`src/rtl/lane_pkg.sv`:
```
package lane_pkg;
    typedef enum logic [1:0] {
        ST_IDLE = 2'd0,
        ST_CYC1 = 2'd1,
        ST_CYC2 = 2'd2
    } lane_st_e;

    localparam int unsigned LANE_W = 8;
    localparam int unsigned BUS_W  = 2 * LANE_W;
endpackage

```
`src/rtl/lane_plan.sv`:
```
module lane_plan
    import lane_pkg::*;
#(
    parameter int unsigned AW = 16
) (
    input  logic [AW-1:0]    addr,
    input  logic             word,
    input  logic             second,
    input  logic [BUS_W-1:0] wdata,
    output logic [AW-1:0]    cyc_addr,
    output logic             hi_en_n,
    output logic [BUS_W-1:0] lane_wdata
);
    logic [LANE_W-1:0] lo_b;
    logic [LANE_W-1:0] hi_b;

    assign lo_b = wdata[LANE_W-1:0];
    assign hi_b = wdata[BUS_W-1:LANE_W];

    always_comb begin
        cyc_addr   = second ? addr + AW'(1) : addr;
        hi_en_n    = 1'b1;
        lane_wdata = {lo_b, lo_b};
        if (!word) begin
            // single byte: odd bank only when bit 0 is set
            hi_en_n    = ~addr[0];
            lane_wdata = {lo_b, lo_b};
        end else if (!addr[0]) begin
            hi_en_n    = 1'b0;
            lane_wdata = wdata;
        end else if (!second) begin
            // misaligned first half: low byte rides the upper lane
            hi_en_n    = 1'b0;
            lane_wdata = {lo_b, lo_b};
        end else begin
            hi_en_n    = 1'b1;
            lane_wdata = {hi_b, hi_b};
        end
    end
endmodule

```
`src/rtl/lane_merge.sv`:
```
module lane_merge
    import lane_pkg::*;
(
    input  logic              odd_addr,
    input  logic              word,
    input  logic              second,
    input  logic [BUS_W-1:0]  bus_rdata,
    input  logic [LANE_W-1:0] held_lo,
    output logic [BUS_W-1:0]  merged
);
    always_comb begin
        if (second) begin
            merged = {bus_rdata[LANE_W-1:0], held_lo};
        end else if (word) begin
            merged = bus_rdata;
        end else if (odd_addr) begin
            merged = {{LANE_W{1'b0}}, bus_rdata[BUS_W-1:LANE_W]};
        end else begin
            merged = {{LANE_W{1'b0}}, bus_rdata[LANE_W-1:0]};
        end
    end
endmodule

```
`src/rtl/lane_ctrl.sv`:
```
module lane_ctrl
    import lane_pkg::*;
#(
    parameter int unsigned AW = 16
) (
    input  logic             clk,
    input  logic             rst_n,
    input  logic             req_valid,
    input  logic [AW-1:0]    req_addr,
    input  logic             req_word,
    input  logic             req_write,
    input  logic [15:0]      req_wdata,
    output logic             busy,
    output logic             ack,
    output logic [15:0]      rdata,
    output logic             bus_cyc,
    output logic             bus_we,
    output logic [AW-1:0]    bus_addr,
    output logic             bus_hi_en_n,
    output logic [15:0]      bus_wdata,
    input  logic [15:0]      bus_rdata
);
    typedef struct packed {
        lane_st_e          st;
        logic [AW-1:0]     addr;
        logic              word;
        logic              write;
        logic [BUS_W-1:0]  wdata;
        logic [LANE_W-1:0] held_lo;
        logic              cyc;
        logic              we;
        logic [AW-1:0]     baddr;
        logic              hi_n;
        logic [BUS_W-1:0]  bwdata;
        logic              ack;
        logic [BUS_W-1:0]  rdata;
    } ctrl_t;

    ctrl_t q, d;

    logic              idle;
    logic              split_q;
    logic [AW-1:0]     plan_addr_in;
    logic              plan_word_in;
    logic [BUS_W-1:0]  plan_wdata_in;
    logic              plan_second;
    logic [AW-1:0]     plan_addr;
    logic              plan_hi_n;
    logic [BUS_W-1:0]  plan_wdata;
    logic [BUS_W-1:0]  merged;

    assign idle    = (q.st == ST_IDLE);
    assign split_q = q.word & q.addr[0];

    assign plan_addr_in  = idle ? req_addr  : q.addr;
    assign plan_word_in  = idle ? req_word  : q.word;
    assign plan_wdata_in = idle ? req_wdata : q.wdata;
    assign plan_second   = (q.st == ST_CYC1);

    lane_plan #(.AW(AW)) u_plan (
        .addr       (plan_addr_in),
        .word       (plan_word_in),
        .second     (plan_second),
        .wdata      (plan_wdata_in),
        .cyc_addr   (plan_addr),
        .hi_en_n    (plan_hi_n),
        .lane_wdata (plan_wdata)
    );

    lane_merge u_merge (
        .odd_addr  (q.addr[0]),
        .word      (q.word),
        .second    (q.st == ST_CYC2),
        .bus_rdata (bus_rdata),
        .held_lo   (q.held_lo),
        .merged    (merged)
    );

    always_comb begin
        d     = q;
        d.ack = 1'b0;
        unique case (q.st)
            ST_IDLE: begin
                if (req_valid) begin
                    d.st     = ST_CYC1;
                    d.addr   = req_addr;
                    d.word   = req_word;
                    d.write  = req_write;
                    d.wdata  = req_wdata;
                    d.cyc    = 1'b1;
                    d.we     = req_write;
                    d.baddr  = plan_addr;
                    d.hi_n   = plan_hi_n;
                    d.bwdata = plan_wdata;
                end
            end
            ST_CYC1: begin
                if (split_q) begin
                    d.st      = ST_CYC2;
                    d.held_lo = bus_rdata[BUS_W-1:LANE_W];
                    d.baddr   = plan_addr;
                    d.hi_n    = plan_hi_n;
                    d.bwdata  = plan_wdata;
                end else begin
                    d.st   = ST_IDLE;
                    d.ack  = 1'b1;
                    d.cyc  = 1'b0;
                    d.we   = 1'b0;
                    d.hi_n = 1'b1;
                    if (!q.write) d.rdata = merged;
                end
            end
            ST_CYC2: begin
                d.st   = ST_IDLE;
                d.ack  = 1'b1;
                d.cyc  = 1'b0;
                d.we   = 1'b0;
                d.hi_n = 1'b1;
                if (!q.write) d.rdata = merged;
            end
            default: d.st = ST_IDLE;
        endcase
    end

    always_ff @(posedge clk or negedge rst_n) begin
        if (!rst_n) begin
            q      <= '0;
            q.st   <= ST_IDLE;
            q.hi_n <= 1'b1;
        end else begin
            q <= d;
        end
    end

    assign busy        = ~idle;
    assign ack         = q.ack;
    assign rdata       = q.rdata;
    assign bus_cyc     = q.cyc;
    assign bus_we      = q.we;
    assign bus_addr    = q.baddr;
    assign bus_hi_en_n = q.hi_n;
    assign bus_wdata   = q.bwdata;

    assert_ack_single_R7: assert property (@(posedge clk) disable iff (!rst_n)
        ack |=> !ack);

    assert_byte_one_bank_R2: assert property (@(posedge clk) disable iff (!rst_n)
        (bus_cyc && !q.word) |-> (bus_addr[0] != bus_hi_en_n));

    assert_odd_byte_lane_R3: assert property (@(posedge clk) disable iff (!rst_n)
        (bus_cyc && bus_we && !bus_hi_en_n && bus_addr[0])
            |-> (bus_wdata[15:8] == q.wdata[7:0]));

    assert_even_word_both_R4: assert property (@(posedge clk) disable iff (!rst_n)
        (bus_cyc && q.word && !q.addr[0]) |-> (!bus_addr[0] && !bus_hi_en_n));

    assert_split_second_even_R5: assert property (@(posedge clk) disable iff (!rst_n)
        (q.st == ST_CYC2) |-> (!bus_addr[0] && bus_hi_en_n && bus_cyc));

    assert_idle_quiet_R8: assert property (@(posedge clk) disable iff (!rst_n)
        !busy |-> !bus_cyc);

    assert_addr_hold_R8: assert property (@(posedge clk) disable iff (!rst_n)
        (q.st == ST_CYC1 && !split_q) |=> (q.st == ST_IDLE && ack));
endmodule

```
`config.mk`:
```
export PLATFORM = sky130hd
export DESIGN_NAME = lane_ctrl
export DESIGN_NICKNAME = d
export VERILOG_FILES = /design/src/rtl/lane_pkg.sv /design/src/rtl/lane_plan.sv /design/src/rtl/lane_merge.sv /design/src/rtl/lane_ctrl.sv
export SDC_FILE = /design/constraint.sdc
export NUM_CORES = 1
export LEC_CHECK = 0
export ABC_AREA = 1
export ABC_CLOCK_PERIOD_IN_PS = 4500
export CAP_MARGIN = 20
export CORE_MARGIN = 3
export CORE_UTILIZATION = 40
export DETAILED_ROUTE_END_ITERATION = 12
export DONT_BUFFER_PORTS = 1
export GPL_TIMING_DRIVEN = 1
export PLACE_DENSITY = 0.64
export SYNTH_ARGS = -nofsm -noshare
export SYNTH_HDL_FRONTEND = slang
export SYNTH_SLANG_ARGS = --single-unit
```
`constraint.sdc`:
```
create_clock -name clk -period 4.5 [get_ports clk]
set_input_delay 0.9 -clock clk [delete_from_list [all_inputs] [get_ports clk]]
set_output_delay 0.9 -clock clk [all_outputs]
set_load 0.01 [all_outputs]
```
==> results by group, run 1 <==
Clock tree
  • CTS tree: yes
  • Longest Clk Path Bufs: 2
  • TritonCTS Sinks: 96
  • CTS clock-pin slew for the worst setup and hold paths: 0.07 ns
  • Root Driver: clkbuf_16
  • Post-cts gate resize count: 0
  • Num CTS Buffers: 9
  • Postcts setup bufs: 0
  • H-tree Lvls: 3
  • Clock latency on the worst-skew pair: 0.36 ns
  • Hold_buf cts: 0

Floorplan
  • Full die area: 15200 sq um
  • CORE AREA: 13300 sq um
  • Die H: 123 um
  • Die width: 123 um
  • Rows: 42
  • Top Ports: 106
  • Starting density of the core: 41.3%

STA
  • Relative slew slack: 57.5%
  • Clock Skews: 0.0104 ns
  • Final Hold Viols: 0
  • Slew Limit Fails: 0
  • Period minus WS final: 2.76 ns
  • Fmax: 362 MHz
  • RSZ-0062 raised after global routing: false
  • Final Cycle Share: 61.3%
  • Setup tns final: 0 ns
  • Worst-margin pin slew: 0.635 ns
  • Final setup fails: 0

Yosys
  • FF+latch count, synth: 96
  • Average size of a mapped cell: 7.47 sq um
  • Main synth FF type: dfrtp_1
  • Asr flop ratio synth: 100%
  • Ys Warns: 0
  • Syn Std Cell Area: 5510 sq um
  • Synth cell types: 34
  • Post-Syn Instances: 738
  • Post-synthesis sequential area ratio: 43.6%
  • Synth Net Count: 798
  • EDFF count, synth: 0

Power and ir drop
  • Leak pwr: 2.74 nW
  • Power density cells: 869 nW/um^2
  • VDD IR max: 365 uV

Setup path
  • CP required: 4.75 ns
  • R2R Setup Slk: 1.74 ns
  • R2R cell count: 17
  • Crit path DAT: 3.01 ns
  • R2r endpoint: bus_addr[14]
  • Worst Path Max Fanout: 41
  • Worst setup EP type: flop
  • CP Class: flop to flop
  • Worst Setup Start Kind: flop
  • R2r startpoint: q[94]

Detailed routing
  • Number of nets still failing antenna checks after routing: 0
  • WL final: 12900 um
  • Total number of vias: 4313
  • DRC violations left: 0
  • Initial DRC count: 240
  • Wire per inst: 15.2 um
  • Via density: 5.06
  • TritonRoute pass-1 iters: 4

Layout
  • Sequential Area: 2400 sq um
  • Fraction of layout cells with a size suffix above 1: 6.94%
  • Ant diodes: 0
  • Most common cell after layout, fill and taps aside: nand2_1
  • NumNets Final: 732
  • Most frequent cells in the layout: nand2_1, dfrtp_1, o21ai_0
  • Area of the multi-input gates: 2250 sq um
  • Finished Cell Area: 5520 sq um
  • Fillers: 1410
  • Area Overhead vs Synth: 0.182%

Global routing
  • Vias in the first global route: 4319
  • Initial antenna violation count: 0
  • Global-route wire length before repair: 21300 um
  • Grt total ovfl: 0
  • Largest net degree at the start of global routing: 97
  • Total track usage: 18.1%

Placed design
  • GPL Wtd Cong: 0.869
  • Input/output buffers: 0
  • Final HPWL DP: 9270 um
  • Area after DPL: 5220 sq um

Worst hold path
  • Min-Delay Path Class: input pin to asynchronous set/reset pin

Status
  • Status: completed

Flow run
  • Max Cap Violations: 0
cell type report:
class / count / area share, %
tap: 176 / 3.99
inverter: 87 / 5.91
sequential: 96 / 43.5
multi-input combinational: 474 / 40.7
timing repair buffer: 4 / 0.770
clock inverter: 6 / 0.793
clock buffer: 10 / 4.33
Yosys cell counts, types with 3 or more instances:
cell / n / share of area [%]
buf_6: 4 / 0.82
o21ai_0: 83 / 7.5
inv_1: 77 / 5.2
xor2_1: 3 / 0.48
dfrtp_1: 95 / 43
nor2_1: 47 / 3.2
clkbuf_1: 14 / 0.95
a2bb2oi_1: 9 / 1.4
mux2_2: 4 / 0.82
o22ai_1: 9 / 1.0
nand2_1: 219 / 15
buf_4: 51 / 6.9
nand3_1: 23 / 2.1
inv_2: 10 / 0.68
a21oi_1: 26 / 2.4
a31oi_1: 10 / 1.1
o21ai_1: 12 / 1.1
o21a_1: 3 / 0.41
buf_2: 10 / 0.91
nor2_4: 3 / 0.61
ha_1: 7 / 1.6
worst max-delay path by stage:
stage                     slack (ns)             to        start
final                           1.74   bus_addr[14]        q[94]
after global routing            1.38  bus_wdata[12]        q[95]
after CTS                       1.75   bus_addr[14]        q[94]
after detailed placement        1.76   bus_addr[14]        q[94]
after global placement          1.79   bus_addr[14]        q[94]
after floorplan                 2.41   bus_addr[14]  req_addr[0]
per-stage QoR:
step | util (%) | total power [W] | hold WS [ns] | instances | setup WS [ns]
5_1_grt | 41.4 | 0.00530 | 0.221 | 853 | 1.38
6_report | 41.4 | 0.00480 | 0.235 | 853 | 1.74
3_5_place_dp | 39.1 | 0.00408 | 0.469 | 836 | 1.76
3_3_place_gp | 39.1 | 0.00402 | 0.461 | 836 | 1.79
4_1_cts | 41.2 | 0.00484 | 0.219 | 852 | 1.75
2_1_floorplan | - | 0.00387 | 0.448 | 738 | 2.41
worst max-delay path: stages, from the launching register on:
cell	delay [ns]
dfrtp_1	0.40
inv_1	0.14
ha_1	0.16
buf_4	0.36
inv_2	0.31
nand2_1	0.13
nand2_1	0.09
inv_1	0.09
ha_1	0.14
nand2_1	0.07
inv_1	0.08
nand2_1	0.10
nor2_1	0.14
nand3_1	0.11
o21ai_0	0.16
nand2_1	0.07
nand2_1	0.05
nand2_1	0.06
flip-flops by register name, indices dropped and copies added, names as in the netlist:
register,count
rdata,16
bus_wdata,16
ack,1
bus_addr,16
bus_cyc,1
bus_hi_en_n,1
q,44
bus_we,1
metal layers:
layer | routed length [um] | GRT usage, %
met5 | 0 | 0
met4 | 333 | 8.72
met3 | 916 | 5.35
met2 | 6110 | 29.0
met1 | 5580 | 22.3
power by group:
| part | switching [W] | internal, W | total (W) |
|---|---|---|---|
| sequential | 0.000387 | 0.00131 | 0.00170 |
| clock | 0.000340 | 0.000390 | 0.000731 |
| combinational | 0.00158 | 0.000793 | 0.00237 |
| total | 0.00230 | 0.00249 | 0.00480 |
cell families (layout without fill, tap and decap cells):
family / count (synthesis) / count (layout) / share of synthesized area [%]
and+or+nand+nor: 302 / 302 / 21.9
AOI/OAI and AO/OA: 158 / 158 / 15.9
DFF: 96 / 96 / 43.6
muxes: 4 / 4 / 0.817
buffers and inverters: 168 / 107 / 15.7
adders and majority gates: 7 / 7 / 1.59
xor gates and xnor gates: 3 / 3 / 0.477
No activity file was read; power rests on OpenSTA's default activity.
==> run 2, diff against run 1 <==
- ABC_CLOCK_PERIOD_IN_PS: 4500 -> 2900
- clock period: 4.5 -> 2.9 ns (I/O delays scaled with it)
==> run 2 against run 1 <==
Against the previous run:
- worst hold slack got worse by 0.16 ns
- combinational power increased by 58%
- total power increased by 58%
- setup slack got worse by 1.2 ns
- count of clock-buffer cells in the layout decreased by 1
- global-route usage decreased by 0.26 points
- core utilization increased by 0.56 points
==> results by group, run 2 (synthesis gave the netlist of run 1 again) <==
Clock tree
  • H-tree Lvls: 3
  • CTS clock-pin slew for the worst setup and hold paths: 0.07 ns
  • Num CTS Buffers: 9
  • TritonCTS Sinks: 96
  • CTS tree: yes
  • Postcts setup bufs: 0
  • Root Driver: clkbuf_16
  • Longest Clk Path Bufs: 2
  • Clock latency on the worst-skew pair: 0.35 ns

Floorplan
  • Die width: 123 um
  • Die H: 123 um
  • Full die area: 15200 sq um
  • CORE AREA: 13300 sq um
  • Rows: 42
  • Starting density of the core: 41.3%
  • Top Ports: 106

STA
  • Fmax: 427 MHz
  • Setup tns final: 0 ns
  • Slew Limit Fails: 0
  • Final setup fails: 0
  • Relative slew slack: 53.7%
  • Clock Skews: 0.00955 ns
  • Worst-margin pin slew: 0.693 ns
  • Period minus WS final: 2.34 ns
  • Final Hold Viols: 0
  • Final Cycle Share: 80.7%
  • RSZ-0062 raised after global routing: false

Detailed routing
  • Total number of vias: 4363
  • DRC violations left: 0
  • Wire per inst: 15.2 um
  • Initial DRC count: 322
  • TritonRoute pass-1 iters: 5
  • WL final: 13100 um
  • Number of nets still failing antenna checks after routing: 0
  • Via density: 5.07

Power and ir drop
  • Pint: 0.00398 W
  • Switching portion of total power: 47.5%
  • VDD IR max: 574 uV
  • Part of the power in registers: 34.8%
  • Clock power frac: 15.8%
  • Switching pwr: 0.00360 W
  • Logic pwr share: 49.4%
  • Leak pwr: 2.79 nW
  • Total power: 0.00758 W
  • Power density cells: 1350 nW/um^2

Global routing
  • Vias in the first global route: 4178
  • Initial antenna violation count: 0
  • Global-route wire length before repair: 21000 um
  • Grt total ovfl: 0
  • Total track usage: 17.8%
  • Largest net degree at the start of global routing: 96

Setup path
  • Worst Setup Start Kind: flop
  • CP Class: flop to flop
  • Crit path DAT: 2.59 ns
  • CP required: 3.15 ns
  • Worst setup EP type: flop
  • Worst Path Max Fanout: 7

Placed design
  • Input/output buffers: 0
  • GPL Wtd Cong: 0.886
  • Final HPWL DP: 9400 um

Layout
  • Ant diodes: 0
  • Sequential Area: 2400 sq um
  • Fillers: 1364
  • NumNets Final: 739
  • Most frequent cells in the layout: nand2_1, dfrtp_1, o21ai_0
  • Most common cell after layout, fill and taps aside: nand2_1
  • Largest register FFs: 44
  • Fraction of layout cells with a size suffix above 1: 7.89%
  • Area Overhead vs Synth: 1.54%
  • Area of the multi-input gates: 2250 sq um
  • Biggest register: q

Worst hold path
  • Min-Delay Path Class: input pin to asynchronous set/reset pin

Flow run
  • Max Cap Violations: 0

Status
  • Status: completed
run 2: per-layer routing:
metal / track usage (%) / vias to the layer above / wire [um]
met2: 28.6 / 111 / 6190
met1: 22.2 / 2042 / 5660
met3: 5.31 / 25 / 933
met5: 0 / - / 0
li1: - / 2185 / -
met4: 8.17 / 0 / 309
run 2: power by group through the flow:
| stage | Sequential (W) | Clock (W) | Combinational (W) |
|---|---|---|---|
| global placement | 0.00266 | 0 | 0.00361 |
| detailed placement | 0.00268 | 0 | 0.00372 |
| floorplan | 0.00231 | 0 | 0.00369 |
| finish | 0.00264 | 0.00119 | 0.00375 |
| global route | 0.00272 | 0.00128 | 0.00433 |
| CTS | 0.00266 | 0.00123 | 0.00377 |
run 2: area by class of cell:
class / instances / share of cell area (%)
Inverter: 87 / 5.83
Clock buffer: 9 / 4.02
Clock inverter: 7 / 1.30
Tap cell: 176 / 3.93
Timing Repair Buffer: 11 / 1.83
Sequential cell: 96 / 42.9
Multi-Input combinational cell: 474 / 40.1
run 2: repair_timing:
action	CTS	global route
endpoints found under the hold margin	95	0
resized for setup	0	0
setup endpoints to repair	0	0
hold buffers	1	0
run 2: path summary, 6_finish.rpt:
path	from	end	slack, ns	depth (start not counted)
hold / removal	rst_n	bus_hi_en_n	0.07	0
hold reg to reg	q[63]	q[63]	0.48	2
setup / recovery	q[94]	bus_addr[14]	0.56	13
setup reg to reg	q[94]	bus_addr[14]	0.56	13
min in group clk	req_wdata[6]	q[66]	0.37	1
max in group asynchronous	rst_n	q[60]	2.37	1
run 2: metrics by stage:
step	hold WS (ns)	area, sq um	std cells	setup WS [ns]	utilization [%]
2_1_floorplan	0.284	5510	738	0.874	-
3_3_place_gp	0.290	5270	843	0.689	39.5
3_5_place_dp	0.290	5270	843	0.565	39.5
4_1_cts	0.0555	5600	860	0.569	41.9
5_1_grt	0.0519	5600	860	0.332	41.9
6_report	0.0730	5600	860	0.560	41.9
run 2: worst max-delay path, cell delays in order (launching register included):
cell	delay, ns
dfrtp_1	0.38
inv_1	0.10
ha_1	0.32
o21ai_2	0.39
ha_1	0.22
nand2_1	0.06
inv_1	0.08
nand2_1	0.08
nor2_1	0.15
nand3_1	0.11
o21ai_0	0.16
nand2_1	0.07
nand2_1	0.06
nand2_1	0.05
==> run 3, diff against run 2 <==
- ABC_CLOCK_PERIOD_IN_PS: 2900 -> 1900
- PLACE_DENSITY: 0.64 -> 0.66
- clock period: 2.9 -> 1.9 ns (I/O delays scaled with it)
==> run 3 against run 2 <==
Against the previous run:
- clock skew increased by 0.0032 ns
- design area grew 9.1%
- critical path type unchanged
- the run now ends with negative hold slack left
- core utilization grew 3.8 points
==> results by group, run 3 (synthesis gave the netlist of run 1 again) <==
Status
  • Status: finished with violations
  • Failing checks: negative hold slack

Clock tree
  • Root Driver: clkbuf_16
  • Clock latency on the worst-skew pair: 0.35 ns
  • H-tree Lvls: 3
  • Longest Clk Path Bufs: 2
  • Num CTS Buffers: 9
  • CTS clock-pin slew for the worst setup and hold paths: 0.08 ns
  • TritonCTS Sinks: 96
  • CTS tree: yes

Detailed routing
  • TritonRoute pass-1 iters: 5
  • Total number of vias: 4447
  • DRC violations left: 0
  • Wire per inst: 15.0 um
  • WL final: 13500 um
  • Via density: 4.95
  • Number of nets still failing antenna checks after routing: 0
  • Initial DRC count: 298

Floorplan
  • Starting density of the core: 41.3%
  • Top Ports: 106
  • Rows: 42
  • Full die area: 15200 sq um
  • Die H: 123 um
  • CORE AREA: 13300 sq um
  • Die width: 123 um

Flow run
  • Max Cap Violations: 0

Layout
  • Most common cell after layout, fill and taps aside: nand2_1
  • Finished Cell Area: 6110 sq um
  • NumNets Final: 778
  • Area Overhead vs Synth: 10.8%
  • Ant diodes: 0
  • Biggest register: q
  • Largest register FFs: 44
  • Fraction of layout cells with a size suffix above 1: 17.2%
  • Most frequent cells in the layout: nand2_1, dfrtp_1, o21ai_0

Worst hold path
  • Min-Delay Path Class: input pin to asynchronous set/reset pin

STA
  • Final Hold Viols: 96
  • Final Cycle Share: 97.3%
  • Slew Limit Fails: 0
  • Clock Skews: 0.0128 ns
  • Period minus WS final: 1.85 ns
  • Fmax: 541 MHz
  • Worst-margin pin slew: 0.451 ns
  • Final setup fails: 0
  • Worst hold margin: -0.269 ns
  • Setup tns final: 0 ns
  • RSZ-0062 raised after global routing: true
  • Relative slew slack: 69.9%

Global routing
  • Global-route wire length before repair: 21600 um
  • Initial antenna violation count: 0
  • Largest net degree at the start of global routing: 97
  • Vias in the first global route: 4310
  • Grt total ovfl: 0
  • Total track usage: 18.3%

Setup path
  • Worst Setup Start Kind: flop
  • CP Class: flop to flop
  • Crit path DAT: 2.09 ns
  • Worst Path Max Fanout: 7
  • Worst setup EP type: flop
  • CP required: 2.14 ns

Placed design
  • Area after DPL: 5590 sq um
  • GPL Wtd Cong: 0.867
  • Input/output buffers: 0
  • Final HPWL DP: 9850 um

Power and ir drop
  • Leak pwr: 3.03 nW
  • Power density cells: 2150 nW/um^2
  • VDD IR max: 926 uV
## run 3: routing by layer
layer	global-route usage (%)	up-vias	routed length [um]
met4	5.47	0	222
li1	-	2258	-
met1	22.6	2063	5810
met3	6.72	16	992
met5	0	-	0
met2	29.8	110	6470
## run 3: layout make-up
class	instances	area, sq um
clock buffer	11	253
multi-input combinational	474	2390
sequential	96	2400
timing repair buffer	50	415
inverter	87	337
clock inverter	5	86.3
fill	1370	7240
tap	176	220
## run 3: what timing repair did
action | CTS | global route
endpoints found under the setup margin | 2 | 27
resized for setup | 2 | 40
setup buffers | 2 | 4
pin swaps | 4 | 15
hold endpoints to repair | 96 | 96
## run 3: power breakdown
group / total, W / internal, W / switching [W]
Combinational: 0.00707 / 0.00287 / 0.00420
Clock: 0.00205 / 0.00124 / 0.000808
Sequential: 0.00401 / 0.00311 / 0.000903
Total: 0.0131 / 0.00721 / 0.00591
## run 3: worst paths after layout
check | slack, ns | cells past startpoint | startpoint | end
setup / recovery | 0.05 | 12 | q[94] | bus_wdata[0]
hold / removal | -0.27 | 0 | rst_n | bus_addr[0]
setup reg to reg | 0.05 | 12 | q[94] | bus_wdata[0]
hold reg to reg | 0.48 | 2 | q[71] | q[71]
max in group asynchronous | 1.96 | 0 | rst_n | bus_hi_en_n
min in group clk | 0.17 | 1 | req_wdata[6] | q[66]
## run 3: through the flow
step | util [%] | total power [W] | setup WS [ns] | std cells
final | 45.8 | 0.0131 | 0.0511 | 899
after global routing | 45.8 | 0.0143 | -0.0603 | 899
after CTS | 44.5 | 0.0127 | 0.00323 | 895
after detailed placement | 41.8 | 0.0106 | -0.0148 | 877
after global placement | 41.8 | 0.0105 | 0.0495 | 877
after floorplan | - | 0.00925 | -0.0129 | 738
## run 3: critical path: stages, from the launching register on
cell and delay, ns:
dfrtp_1 0.39, buf_4 0.15, ha_1 0.22, buf_6 0.15
inv_4 0.07, nand2_1 0.06, nand2_2 0.09, nand2_4 0.09
buf_4 0.16, nor2_2 0.12, nand2_2 0.08, o22ai_2 0.12
inv_1 0.06
